===== src/rtl/burst_pkg.sv =====
package burst_pkg;
  typedef enum logic {
    ORD_LINEAR     = 1'b0,
    ORD_INTERLEAVE = 1'b1
  } order_e;

  typedef enum logic [1:0] {
    SRC_NONE = 2'd0,
    SRC_PROC = 2'd1,
    SRC_CTRL = 2'd2
  } load_src_e;
endpackage


===== src/rtl/burst_rst_sync.sv =====
module burst_rst_sync #(
  parameter int STAGES = 2
) (
  input  logic clk,
  input  logic rst_n,
  output logic rst_sync_n
);
  logic [STAGES-1:0] sync_q;

  always_ff @(posedge clk or negedge rst_n) begin
    if (!rst_n) sync_q <= '0;
    else        sync_q <= {sync_q[STAGES-2:0], 1'b1};
  end

  assign rst_sync_n = sync_q[STAGES-1];
endmodule


===== src/rtl/burst_strobe_arb.sv =====
module burst_strobe_arb
  import burst_pkg::*;
(
  input  logic      strobe_proc_n,
  input  logic      strobe_ctrl_n,
  input  logic      sel_n,
  output load_src_e load_src,
  output logic      load
);
  logic proc_ok;
  logic ctrl_ok;

  always_comb begin
    proc_ok = !strobe_proc_n && !sel_n;
    ctrl_ok = !strobe_ctrl_n;
    if (proc_ok)      load_src = SRC_PROC;
    else if (ctrl_ok) load_src = SRC_CTRL;
    else              load_src = SRC_NONE;
    load = (load_src != SRC_NONE);
  end
endmodule


===== src/rtl/burst_counter.sv =====
module burst_counter #(
  parameter int CNT_W = 2
) (
  input  logic             clk,
  input  logic             rst_n,
  input  logic             load,
  input  logic             adv,
  input  logic [CNT_W-1:0] start_in,
  output logic [CNT_W-1:0] start_q,
  output logic [CNT_W-1:0] beat_q,
  output logic             active_q
);
  logic [CNT_W-1:0] start_d;
  logic [CNT_W-1:0] beat_d;
  logic             active_d;
  logic             cnt_en;

  always_comb begin
    cnt_en   = load || (adv && active_q);
    start_d  = start_q;
    beat_d   = beat_q;
    active_d = active_q;
    if (load) begin
      start_d  = start_in;
      beat_d   = '0;
      active_d = 1'b1;
    end else if (adv && active_q) begin
      beat_d   = beat_q + 1'b1;
    end
  end

  always_ff @(posedge clk or negedge rst_n) begin
    if (!rst_n) begin
      start_q  <= '0;
      beat_q   <= '0;
      active_q <= 1'b0;
    end else if (cnt_en) begin
      start_q  <= start_d;
      beat_q   <= beat_d;
      active_q <= active_d;
    end
  end
endmodule


===== src/rtl/burst_order_map.sv =====
module burst_order_map
  import burst_pkg::*;
#(
  parameter int CNT_W = 2
) (
  input  order_e           order,
  input  logic [CNT_W-1:0] start,
  input  logic [CNT_W-1:0] beat,
  output logic [CNT_W-1:0] word
);
  logic [CNT_W-1:0] lin_word;
  logic [CNT_W-1:0] xor_word;

  genvar gi;
  generate
    for (gi = 0; gi < CNT_W; gi++) begin : g_xor
      assign xor_word[gi] = start[gi] ^ beat[gi];
    end
  endgenerate

  assign lin_word = start + beat;

  always_comb begin
    case (order)
      ORD_INTERLEAVE: word = xor_word;
      default:        word = lin_word;
    endcase
  end
endmodule


===== src/rtl/burst_addr_gen.sv =====
module burst_addr_gen
  import burst_pkg::*;
#(
  parameter int ADDR_W = 18,
  parameter int CNT_W  = 2
) (
  input  logic              clk,
  input  logic              rst_n,
  input  logic              strobe_proc_n,
  input  logic              strobe_ctrl_n,
  input  logic              adv_n,
  input  logic              order_sel,
  input  logic              sel_n,
  input  logic [ADDR_W-1:0] addr_in,
  output logic [ADDR_W-1:0] addr_out
);
  localparam int UP_W = ADDR_W - CNT_W;

  logic             rst_sync_n;
  load_src_e        load_src;
  logic             load;
  logic [UP_W-1:0]  upper_q;
  logic [UP_W-1:0]  upper_d;
  logic [CNT_W-1:0] start_low;
  logic [CNT_W-1:0] beat_low;
  logic             burst_active;
  logic [CNT_W-1:0] word_low;
  order_e           order;

  burst_rst_sync #(.STAGES(2)) u_rst_sync (
    .clk        (clk),
    .rst_n      (rst_n),
    .rst_sync_n (rst_sync_n)
  );

  burst_strobe_arb u_arb (
    .strobe_proc_n (strobe_proc_n),
    .strobe_ctrl_n (strobe_ctrl_n),
    .sel_n         (sel_n),
    .load_src      (load_src),
    .load          (load)
  );

  always_comb begin
    upper_d = upper_q;
    if (load) upper_d = addr_in[ADDR_W-1:CNT_W];
  end

  always_ff @(posedge clk or negedge rst_sync_n) begin
    if (!rst_sync_n)  upper_q <= '0;
    else if (load)    upper_q <= upper_d;
  end

  burst_counter #(.CNT_W(CNT_W)) u_cnt (
    .clk      (clk),
    .rst_n    (rst_sync_n),
    .load     (load),
    .adv      (!adv_n),
    .start_in (addr_in[CNT_W-1:0]),
    .start_q  (start_low),
    .beat_q   (beat_low),
    .active_q (burst_active)
  );

  assign order = order_e'(order_sel);

  burst_order_map #(.CNT_W(CNT_W)) u_map (
    .order (order),
    .start (start_low),
    .beat  (beat_low),
    .word  (word_low)
  );

  assign addr_out = {upper_q, word_low};
endmodule


===== config.mk =====
export PLATFORM = sky130hd
export DESIGN_NAME = burst_addr_gen
export DESIGN_NICKNAME = d
export VERILOG_FILES = /design/src/rtl/burst_pkg.sv /design/src/rtl/burst_rst_sync.sv /design/src/rtl/burst_strobe_arb.sv /design/src/rtl/burst_counter.sv /design/src/rtl/burst_order_map.sv /design/src/rtl/burst_addr_gen.sv
export SDC_FILE = /design/constraint.sdc
export NUM_CORES = 1
export LEC_CHECK = 0
export ABC_AREA = 1
export BUFFER_PORTS_ARGS = -buffer_cell sky130_fd_sc_hd__buf_2
export CORE_MARGIN = 2
export CORE_UTILIZATION = 45
export CTS_CLUSTER_DIAMETER = 200
export CTS_CLUSTER_SIZE = 24
export DETAILED_ROUTE_END_ITERATION = 10
export GPL_ROUTABILITY_DRIVEN = 1
export PLACE_DENSITY = 0.85
export SYNTH_ARGS = -nofsm -noshare
export SYNTH_HDL_FRONTEND = slang
export SYNTH_HIERARCHICAL = 1
export SYNTH_SLANG_ARGS = --single-unit

===== constraint.sdc =====
create_clock -name clk -period 1.6 [get_ports clk]
set_clock_uncertainty 0.1 [all_clocks]
set_input_delay 0.32 -clock clk [delete_from_list [all_inputs] [get_ports clk]]
set_output_delay 0.32 -clock clk [all_outputs]
set_load 0.1 [all_outputs]

# Word level (Yosys, flattened, before mapping)
# Cells that the tools add are included.
# word_totals
word_cells	24
regBits	23
in_bits	25
output_inout_bits	18
# op_classes
n_addsub	2
n_bitwise	2
reduce_logical	10
mux	5
# op_table
operator	count
2-to-1 mux 2 bit	5
AND reduction 2 bit	2
nonzero test 2 bit	2
logical NOT 1 bit	3
adder 2 x 1 -> 2 bit (second input constant)	1
adder 2 bit	1
logical AND 1 bit	2
bitwise XOR 1 bit	2
logical OR 1 bit	1

# Depth between registers and ports, before layout
# Gate-level depths: netlist of the first run.
# logic_depth
ltp_word	6
ltp_mapped	6
ltp_nobuf	6

# Hierarchy
# Netlist of the first run, hierarchy kept.
# by_module_without_submodules
mod	cells_each	n_inst	seq_area_each_um2	area_per_inst_um2
burst_addr_gen	69	1	400.4	648.1
burst_counter	22	1	125.1	198.9
burst_order_map	15	1	0.0	67.6
burst_rst_sync	3	1	50.0	53.8
burst_strobe_arb	4	1	0.0	22.5

# Worst setup path after synthesis of the first run
# No wires, ideal clock.
# synth_path
kind	register to output
start	reg u_cnt.beat_q[0]
end	out addr_out[1]
t_required_ps	1180
path_slack_ps	-151
arrival_time_ps	1331
n_path_buf	0
stages_incl_launch_ff	7
path_cell_list	dfrtp_1 ha_1 inv_1 nor2_1 nand3_1 nand2_1 inv_1
# synth_between
elab_chain_len	2
# synth_lines
element	line_no	rtl
start: declaration	burst_counter.sv:10	output logic [CNT_W-1:0] beat_q,
start signal: assignment	burst_counter.sv:39	beat_q <= beat_d;
adder 2 bit	burst_order_map.sv:21	assign lin_word = start + beat;
2-to-1 mux 2 bit	burst_order_map.sv:24	case (order)
end: declaration	burst_addr_gen.sv:15	output logic [ADDR_W-1:0] addr_out
# Every way passes these cells.

# Worst setup path in the final report of the first run
# Same ends and word-level chain as after synthesis.

==> results of run 1 <==
-- worst max-delay path: cells and delay by family (launching register included) --
family	cells	cell delay, ns
fa+ha+maj	1	0.18
simple gates	3	0.23
flops	1	0.43
buf+inv	2	0.26
-- metrics by stage --
step	utilization	area [µm²]
after floorplan	-	980
after global placement	0.618	1240
after detailed placement	0.618	1240
after CTS	0.647	1290
after global routing	0.653	1310
final	0.653	1310
-- state kept, by name, summed over array words and instances (netlist names) --
name	count
u_rst_sync/sync_q	2
u_cnt/start_q	2
u_cnt/beat_q	2
u_cnt/active_q	1
upper_q	16
-- cell usage in the layout (no fill, tap or decap), drive strengths merged --
| master | instances |
|---|---|
| nand2 | 63 |
| buf | 46 |
| dfrtp | 23 |
| inv | 8 |
| clkbuf | 4 |
| nand3 | 3 |
| nor2 | 3 |
| clkinv | 1 |
| dlygate4sd3 | 1 |
| o21ai | 1 |
| a21oi | 1 |
| nand4 | 1 |
| or2 | 1 |
| clkinvlp | 1 |
| ha | 1 |
| conb | 1 |
-- layout make-up --
cell class              count  area (µm²)  share of cell area
clock inverters             1        5.00             0.00383
well taps                  27        33.8              0.0258
multi-input cells          75         338               0.258
inverters                   9        42.5              0.0325
clock buffers               3        22.5              0.0172
repair buffers             48         290               0.222
flip-flops and latches     23         576               0.440
-- layer usage --
layer / vias up / share of wire / track usage
met5: - / 0 / 0
met4: 0 / 0.015 / 0.0946
met3: 4 / 0.058 / 0.0238
met2: 33 / 0.54 / 0.353
met1: 397 / 0.39 / 0.193
li1: 425 / - / -
-- power groups by stage --
stage	registers, mW	clock network [mW]	logic [mW]
final	0.664	0.264	0.587
after global routing	0.672	0.299	0.617
after CTS	0.664	0.272	0.583
after detailed placement	0.674	0	0.573
after global placement	0.672	0	0.565
after floorplan	0.964	0	0.158
-- what timing repair did --
| item | in CTS | in global routing |
|---|---|---|
| endpoints found under the hold margin | 2 | 0 |
| gates resized for setup | 3 | 2 |
| setup buffers | 1 | 1 |
| hold buffers | 1 | 0 |
| setup endpoints to repair | 2 | 3 |
-- final timing paths --
kind                                           start              end  slack (ns)  depth (start not counted)
min in group clk                          addr_in[9]       upper_q[7]        0.10                          3
worst max-delay path                 u_cnt/beat_q[0]      addr_out[1]       -0.23                          6
worst max register to register       u_cnt/beat_q[0]  u_cnt/beat_q[1]        0.54                          5
worst min register to register  u_rst_sync/sync_q[1]       upper_q[8]        0.03                          0
worst min-delay path            u_rst_sync/sync_q[1]       upper_q[8]        0.03                          0
max in group asynchronous       u_rst_sync/sync_q[1]       upper_q[1]        0.87                          1
==> flow_summary.yaml, run 1 <==
drt:
  drc: 0
  dr_total_vias: 859
  vias_per_cell: 4.62
  first_pass_iters: 4
  drtIter0Drc: 9
  wire_per_inst_um: 10.9
  ant_nets: 0
  wl_mm: 2.02
clock_network:
  cts_tree: "done"
  h-tree-depth: 1
  clk-insertion-delay-late_ns: 0.31
  clk_path_buf_depth: 2
  cts_root_buf: "clkbuf_4"
  cts_buffers: 3
  clock_sinks: 23
  clkTransAtPathRegs_ns: 0.12
setup_path:
  cp_slowest_stage_delay_ns: 0.43
  cp-start-kind: "flop"
  cp.required_ns: 1.18
  critPathKind: "reg2out"
  cp_max_fo: 2
  end_kind: "primary output"
  slowest_stage: "dfrtp_1"
  worstPathCellList: "ha_4 -> nand2_1 -> nand3_1 -> nand2_2 -> clkinvlp_4 -> buf_12"
  arrival_ns: 1.41
power_and_ir_drop:
  leakage_nw: 0.742
  irDropWorstVdd_mv: 0.787
  p_per_area_mw_per_mm2: 1160
  power.total_mw: 1.52
  swShare: 0.437
  p_clk_frac: 0.174
  power.switching_uw: 662
  p_int_uw: 854
  power_frac_comb: 0.388
  power.share.sequential: 0.438
yosys:
  synth.net_count: 136
  ys_warn_count: 6
  syn_inst: 110
  netlist_area_um2: 973
  syn_area_per_cell_um2: 8.85
finish:
  fin_cells: 186
  area_growth_pct: 34.3
  diodes: 0
  fillCellCount: 182
  drive_gt1_frac: 0.409
  layout.nets: 186
sta:
  hold_viol_final: 0
  finalWorstSetupSlack_ns: -0.232
  timing.hold.ws_ns: 0.0326
  slew_violations: 0
  rsz0062_at_grt: "true"
  max_freq_mhz: 546
  setup_viol: 2
  setup-tns-final_ns: -0.258
  fin_crit_ns: 1.83
  min_period_over_period: 1.15
place:
  port-buffer-count: 42
  gp_congestion: 0.784
  placedCellCount: 179
  dpl.hpwl_mm: 1.51
  pre_cts_ws_ns: 0.0582
floorplanning:
  dieArea_mm2: 0.00255
  core_mm2: 0.00200
  io_pins: 43
  start_util: 0.486
  num_rows: 16
  die_h_um: 50.5
  die_x_um: 50.5
status:
  status: "finished with violations"
  violations: "setup timing"
worst_hold_path:
  hold_class: "reg2async"
grt:
  overflow: 0
  grt_antenna_before_repair: 0
  grt_pass1_vias: 899
  grt_max_degree: 17
  grt_pass1_wl_mm: 3.54
  grt_util_all_layers: 0.184
run:
  maxCapViolations: 0
No activity file was read; power rests on OpenSTA's default activity.
==> inputs of run 2 (changes only) <==
--- a/config.mk
+++ b/config.mk
@@ -13,7 +13,7 @@
 export CTS_CLUSTER_SIZE = 24
 export DETAILED_ROUTE_END_ITERATION = 10
 export GPL_ROUTABILITY_DRIVEN = 1
-export PLACE_DENSITY = 0.85
+export PLACE_DENSITY = 0.79
 export SYNTH_ARGS = -nofsm -noshare
 export SYNTH_HDL_FRONTEND = slang
 export SYNTH_HIERARCHICAL = 1
==> constraint.sdc (replaced) <==
create_clock -name clk -period 1.6 [get_ports clk]
set_clock_uncertainty 0.1 [all_clocks]
set_input_delay 0 -clock clk [delete_from_list [all_inputs] [get_ports clk]]
set_output_delay 0 -clock clk [all_outputs]
set_load 0.1 [all_outputs]
==> flow_summary.yaml, run 2 (synthesized netlist as in run 1, its figures left out) <==
place:
  pre_cts_ws_ns: 0.401
  dpl.hpwl_mm: 1.44
  placedCellCount: 178
  gp_congestion: 0.722
  port-buffer-count: 42
sta:
  finalWorstSetupSlack_ns: 0.112
  rsz0062_at_grt: "true"
  setup_viol: 0
  slew_violations: 0
  timing.hold.ws_ns: 0.0739
  hold_viol_final: 0
  setup-tns-final_ns: 0
  min_period_over_period: 0.930
  fin_crit_ns: 1.49
  max_freq_mhz: 672
clock_network:
  cts_setup_buffers: 0
  h-tree-depth: 1
  cts_buffers: 3
  cts_tree: "done"
  clk-insertion-delay-late_ns: 0.30
  clkTransAtPathRegs_ns: 0.12
  cts_root_buf: "clkbuf_4"
  clk_path_buf_depth: 2
  clock_sinks: 23
drt:
  wl_mm: 2.22
  wire_per_inst_um: 10.9
  dr_total_vias: 894
  drc: 0
  drtIter0Drc: 11
  ant_nets: 0
  vias_per_cell: 4.40
  first_pass_iters: 4
grt:
  grt_pass1_vias: 941
  grt_util_all_layers: 0.204
  overflow: 0
  grt_antenna_before_repair: 0
  grt_max_degree: 23
  grt_pass1_wl_mm: 3.94
power_and_ir_drop:
  leakage_nw: 0.809
  irDropWorstVdd_mv: 0.893
  p_per_area_mw_per_mm2: 1040
run:
  maxCapViolations: 0
finish:
  area_growth_pct: 49.1
  drive_gt1_frac: 0.335
  largest_reg_flops: 16
  layout.nets: 203
  fin_cells: 203
  final_util: 0.725
  regMostFlops: "upper_q"
  final_cell_mix: "nand2_1 (58), buf_2 (40), dfrtp_1 (23), dlygate4sd3_1 (21), inv_1 (7)"
  mostFrequentLayoutCell: "nand2_1"
  diodes: 0
  fillCellCount: 157
setup_path:
  end_kind: "primary output"
  reg2reg_from: "u_cnt/active_q"
  cp_slowest_stage_delay_ns: 0.41
  cp-start-kind: "flop"
  startpoint: "u_cnt/beat_q[0]"
  r2r_end: "u_cnt/beat_q[1]"
  worstPathCellList: "ha_2 -> inv_1 -> nor2_1 -> nand3_1 -> nand2_1 -> inv_2 -> buf_12"
  slowest_stage: "dfrtp_1"
  critPathKind: "reg2out"
  cp.required_ns: 1.50
  cp_max_fo: 4
  cp-endpoint: "addr_out[1]"
  critical_path_depth: 7
  rrSetupSlack_ns: 0.68
  r2r_cells: 4
  arrival_ns: 1.39
  critPathTopFamily: "flip-flops"
  critPathBufInv: 3
worst_hold_path:
  hold_class: "in2reg"
floorplanning:
  io_pins: 43
  dieArea_mm2: 0.00255
  die_h_um: 50.5
  num_rows: 16
  die_x_um: 50.5
  core_mm2: 0.00200
  start_util: 0.486
status:
  status: "finished, final reports clean"
==> run 2: cell types whose count changed in the layout (fill, tap and decap cells not counted), sizes merged <==
| cell | previous run | this run |
|---|---|---|
| buf | 46 | 43 |
| clkinvlp | 1 | 0 |
| inv | 8 | 9 |
| dlygate4sd3 | 1 | 21 |
==> run 2: worst min path at each step <==
stage	slack [ns]	from	end	cells after the start
6_report	0.07	strobe_ctrl_n	upper_q[6]	5
5_1_grt	0.09	strobe_ctrl_n	u_cnt/beat_q[1]	4
4_1_cts	0.07	strobe_ctrl_n	upper_q[6]	5
3_5_place_dp	-0.31	rst_n	u_rst_sync/sync_q[0]	1
3_3_place_gp	-0.31	rst_n	u_rst_sync/sync_q[0]	1
2_1_floorplan	-0.40	rst_n	u_rst_sync/sync_q[0]	0
==> run 2: power breakdown <==
group	internal [mW]	switching [mW]
Combinational	0.136	0.456
Clock	0.0932	0.165
Sequential	0.630	0.0341
==> run 2: tightest hold or removal path, stage by stage <==
cell     delay [ns]
buf_2          0.08
o21ai_2        0.04
buf_4          0.21
nand2_1        0.08
nand2_1        0.04
==> run 2: through the flow <==
step / area [µm²] / power [mW]
floorplan: 973 / 1.12
global placement: 1210 / 1.21
detailed placement: 1210 / 1.22
CTS: 1450 / 1.52
global route: 1450 / 1.59
finish: 1450 / 1.51
==> run 2: per-layer routing <==
metal  vias up  global-route usage  share of wire
met5         -                   0              0
met2        22               0.393           0.55
met4         0              0.0541         0.0045
li1        461                   -              -
met1       409               0.234           0.41
met3         2              0.0268          0.038
==> run 2: what timing repair did <==
action	in CTS	in global routing
endpoints found under the setup margin	0	2
resized for setup	0	3
hold buffers	21	0
endpoints found under the hold margin	22	0
==> run 2: final cells by class <==
class                      instances  area (µm²)  share of cell area
multi-input combinational         75         323               0.222
sequential                        23         576               0.397
clock buffer                       3        22.5              0.0155
tap                               27        33.8              0.0233
timing repair buffer              65         453               0.312
inverter                           9        38.8              0.0267
clock inverter                     1        5.00             0.00345
==> inputs of run 3 (changes only) <==
--- a/config.mk
+++ b/config.mk
@@ -5,7 +5,6 @@
 export SDC_FILE = /design/constraint.sdc
 export NUM_CORES = 1
 export LEC_CHECK = 0
-export ABC_AREA = 1
 export BUFFER_PORTS_ARGS = -buffer_cell sky130_fd_sc_hd__buf_2
 export CORE_MARGIN = 2
 export CORE_UTILIZATION = 45
@@ -13,7 +12,7 @@
 export CTS_CLUSTER_SIZE = 24
 export DETAILED_ROUTE_END_ITERATION = 10
 export GPL_ROUTABILITY_DRIVEN = 1
-export PLACE_DENSITY = 0.79
+export PLACE_DENSITY = 0.8
 export SYNTH_ARGS = -nofsm -noshare
 export SYNTH_HDL_FRONTEND = slang
 export SYNTH_HIERARCHICAL = 1
==> flow_summary.yaml, run 3 <==
place:
  dpl.hpwl_mm: 1.30
  gp_congestion: 0.677
  port-buffer-count: 42
  pre_cts_ws_ns: 0.307
  placedCellCount: 127
yosys:
  netlist_area_um2: 960
  ys_warn_count: 6
  syn_inst: 58
  synth.net_count: 84
  syn_area_per_cell_um2: 16.5
sta:
  fin_crit_ns: 1.51
  hold_viol_final: 0
  setup-tns-final_ns: 0
  setup_viol: 0
  slew_violations: 0
  timing.hold.ws_ns: 0.0753
  finalWorstSetupSlack_ns: 0.0875
  rsz0062_at_grt: "false"
  min_period_over_period: 0.945
  max_freq_mhz: 661
drt:
  drc: 0
  ant_nets: 0
  wire_per_inst_um: 12.6
  dr_total_vias: 679
  drtIter0Drc: 3
  wl_mm: 1.92
  first_pass_iters: 2
  vias_per_cell: 4.47
floorplanning:
  dieArea_mm2: 0.00252
  die_h_um: 50.2
  io_pins: 43
  die_x_um: 50.2
  start_util: 0.484
  num_rows: 16
  core_mm2: 0.00198
grt:
  grt_pass1_vias: 768
  overflow: 0
  grt_antenna_before_repair: 0
  grt_pass1_wl_mm: 3.46
  grt_max_degree: 23
  grt_util_all_layers: 0.182
run:
  maxCapViolations: 0
finish:
  layout.nets: 152
  fin_cells: 152
  final_cell_mix: "buf_2 (41), dfrtp_1 (23), dlygate4sd3_1 (21), mux2_4 (11), mux2_2 (8)"
  diodes: 0
  area_growth_pct: 54.0
  mostFrequentLayoutCell: "buf_2"
  fillCellCount: 138
  regMostFlops: "upper_q"
  drive_gt1_frac: 0.592
  largest_reg_flops: 16
setup_path:
  cp-start-kind: "flop"
  cp_slowest_stage_delay_ns: 0.43
  worstPathCellList: "ha_1 -> buf_2"
  critPathBufInv: 1
  slowest_stage: "dfrtp_1"
  end_kind: "primary output"
  arrival_ns: 1.41
  cp.required_ns: 1.50
  reg2reg_from: "u_cnt/beat_q[1]"
  critPathTopFamily: "flip-flops"
  critPathKind: "reg2out"
  cp_max_fo: 4
  r2r_end: "u_cnt/beat_q[1]"
  rrSetupSlack_ns: 0.55
  r2r_cells: 2
clock_network:
  cts_buffers: 3
  cts_root_buf: "clkbuf_4"
  clock_sinks: 23
  h-tree-depth: 1
  clk_path_buf_depth: 2
  cts_setup_buffers: 0
  cts_tree: "done"
  clkTransAtPathRegs_ns: 0.12
  clk-insertion-delay-late_ns: 0.30
power_and_ir_drop:
  swShare: 0.417
  leakage_nw: 0.733
  power.total_mw: 1.56
  p_clk_frac: 0.162
  p_int_uw: 908
  p_per_area_mw_per_mm2: 1050
  power.share.sequential: 0.427
  power.switching_uw: 649
  irDropWorstVdd_mv: 0.788
  power_frac_comb: 0.411
status:
  status: "finished, final reports clean"
worst_hold_path:
  hold_class: "reg2async"
[run 3: cell count changes in the layout (fill, tap and decap cells not counted), moves of 3 or more]
cell	previous run	this run
nand2_2	5	0
nand3_1	3	0
mux2_4	0	11
nand2_1	58	0
mux2_2	0	8
inv_1	7	1
[run 3: through the flow]
step | util | area [µm²]
after floorplan | - | 978
after global placement | 0.618 | 1220
after detailed placement | 0.618 | 1220
after CTS | 0.739 | 1470
after global routing | 0.746 | 1480
final | 0.746 | 1480
[run 3: power by group through the flow]
stage                     clock, mW  combinational (mW)  sequential [mW]
after floorplan                   0               0.185            0.978
after global placement            0               0.591            0.672
after detailed placement          0               0.599            0.675
after CTS                     0.263               0.638            0.665
after global routing          0.296               0.664            0.676
final                         0.252               0.640            0.666
[run 3: timing repair]
action / CTS / global route
hold endpoints to repair: 22 / 0
endpoints found under the setup margin: 1 / 1
gates cloned: 0 / 0
gates resized for setup: 1 / 2
hold buffers: 21 / 0
[run 3: cell type report]
type | count | area [µm²] | share of cell area
well taps | 27 | 33.8 | 0.0229
flip-flops and latches | 23 | 576 | 0.389
inverters | 1 | 3.75 | 0.00254
clock buffers | 3 | 22.5 | 0.0152
clock inverters | 1 | 5.00 | 0.00339
multi-input cells | 32 | 387 | 0.262
repair buffers | 65 | 450 | 0.305
[run 3: how the worst max path moves through the flow]
stage	start	to	slack, ns	depth (start not counted)
6_report	u_cnt/beat_q[0]	addr_out[0]	0.09	2
5_1_grt	u_cnt/beat_q[0]	addr_out[1]	0.0008	4
4_1_cts	u_cnt/beat_q[1]	addr_out[1]	0.03	3
3_5_place_dp	u_cnt/beat_q[0]	addr_out[1]	0.31	4
3_3_place_gp	u_cnt/beat_q[0]	addr_out[1]	0.35	4
2_1_floorplan	u_cnt/beat_q[0]	addr_out[1]	0.19	3
[run 3: per-layer routing]
metal / wire [µm] / vias to the layer above / track usage
li1: - / 331 / -
met1: 796 / 326 / 0.221
met2: 1020 / 22 / 0.333
met3: 103 / 0 / 0.0327
met4: 0 / 0 / 0.0417
met5: 0 / - / 0
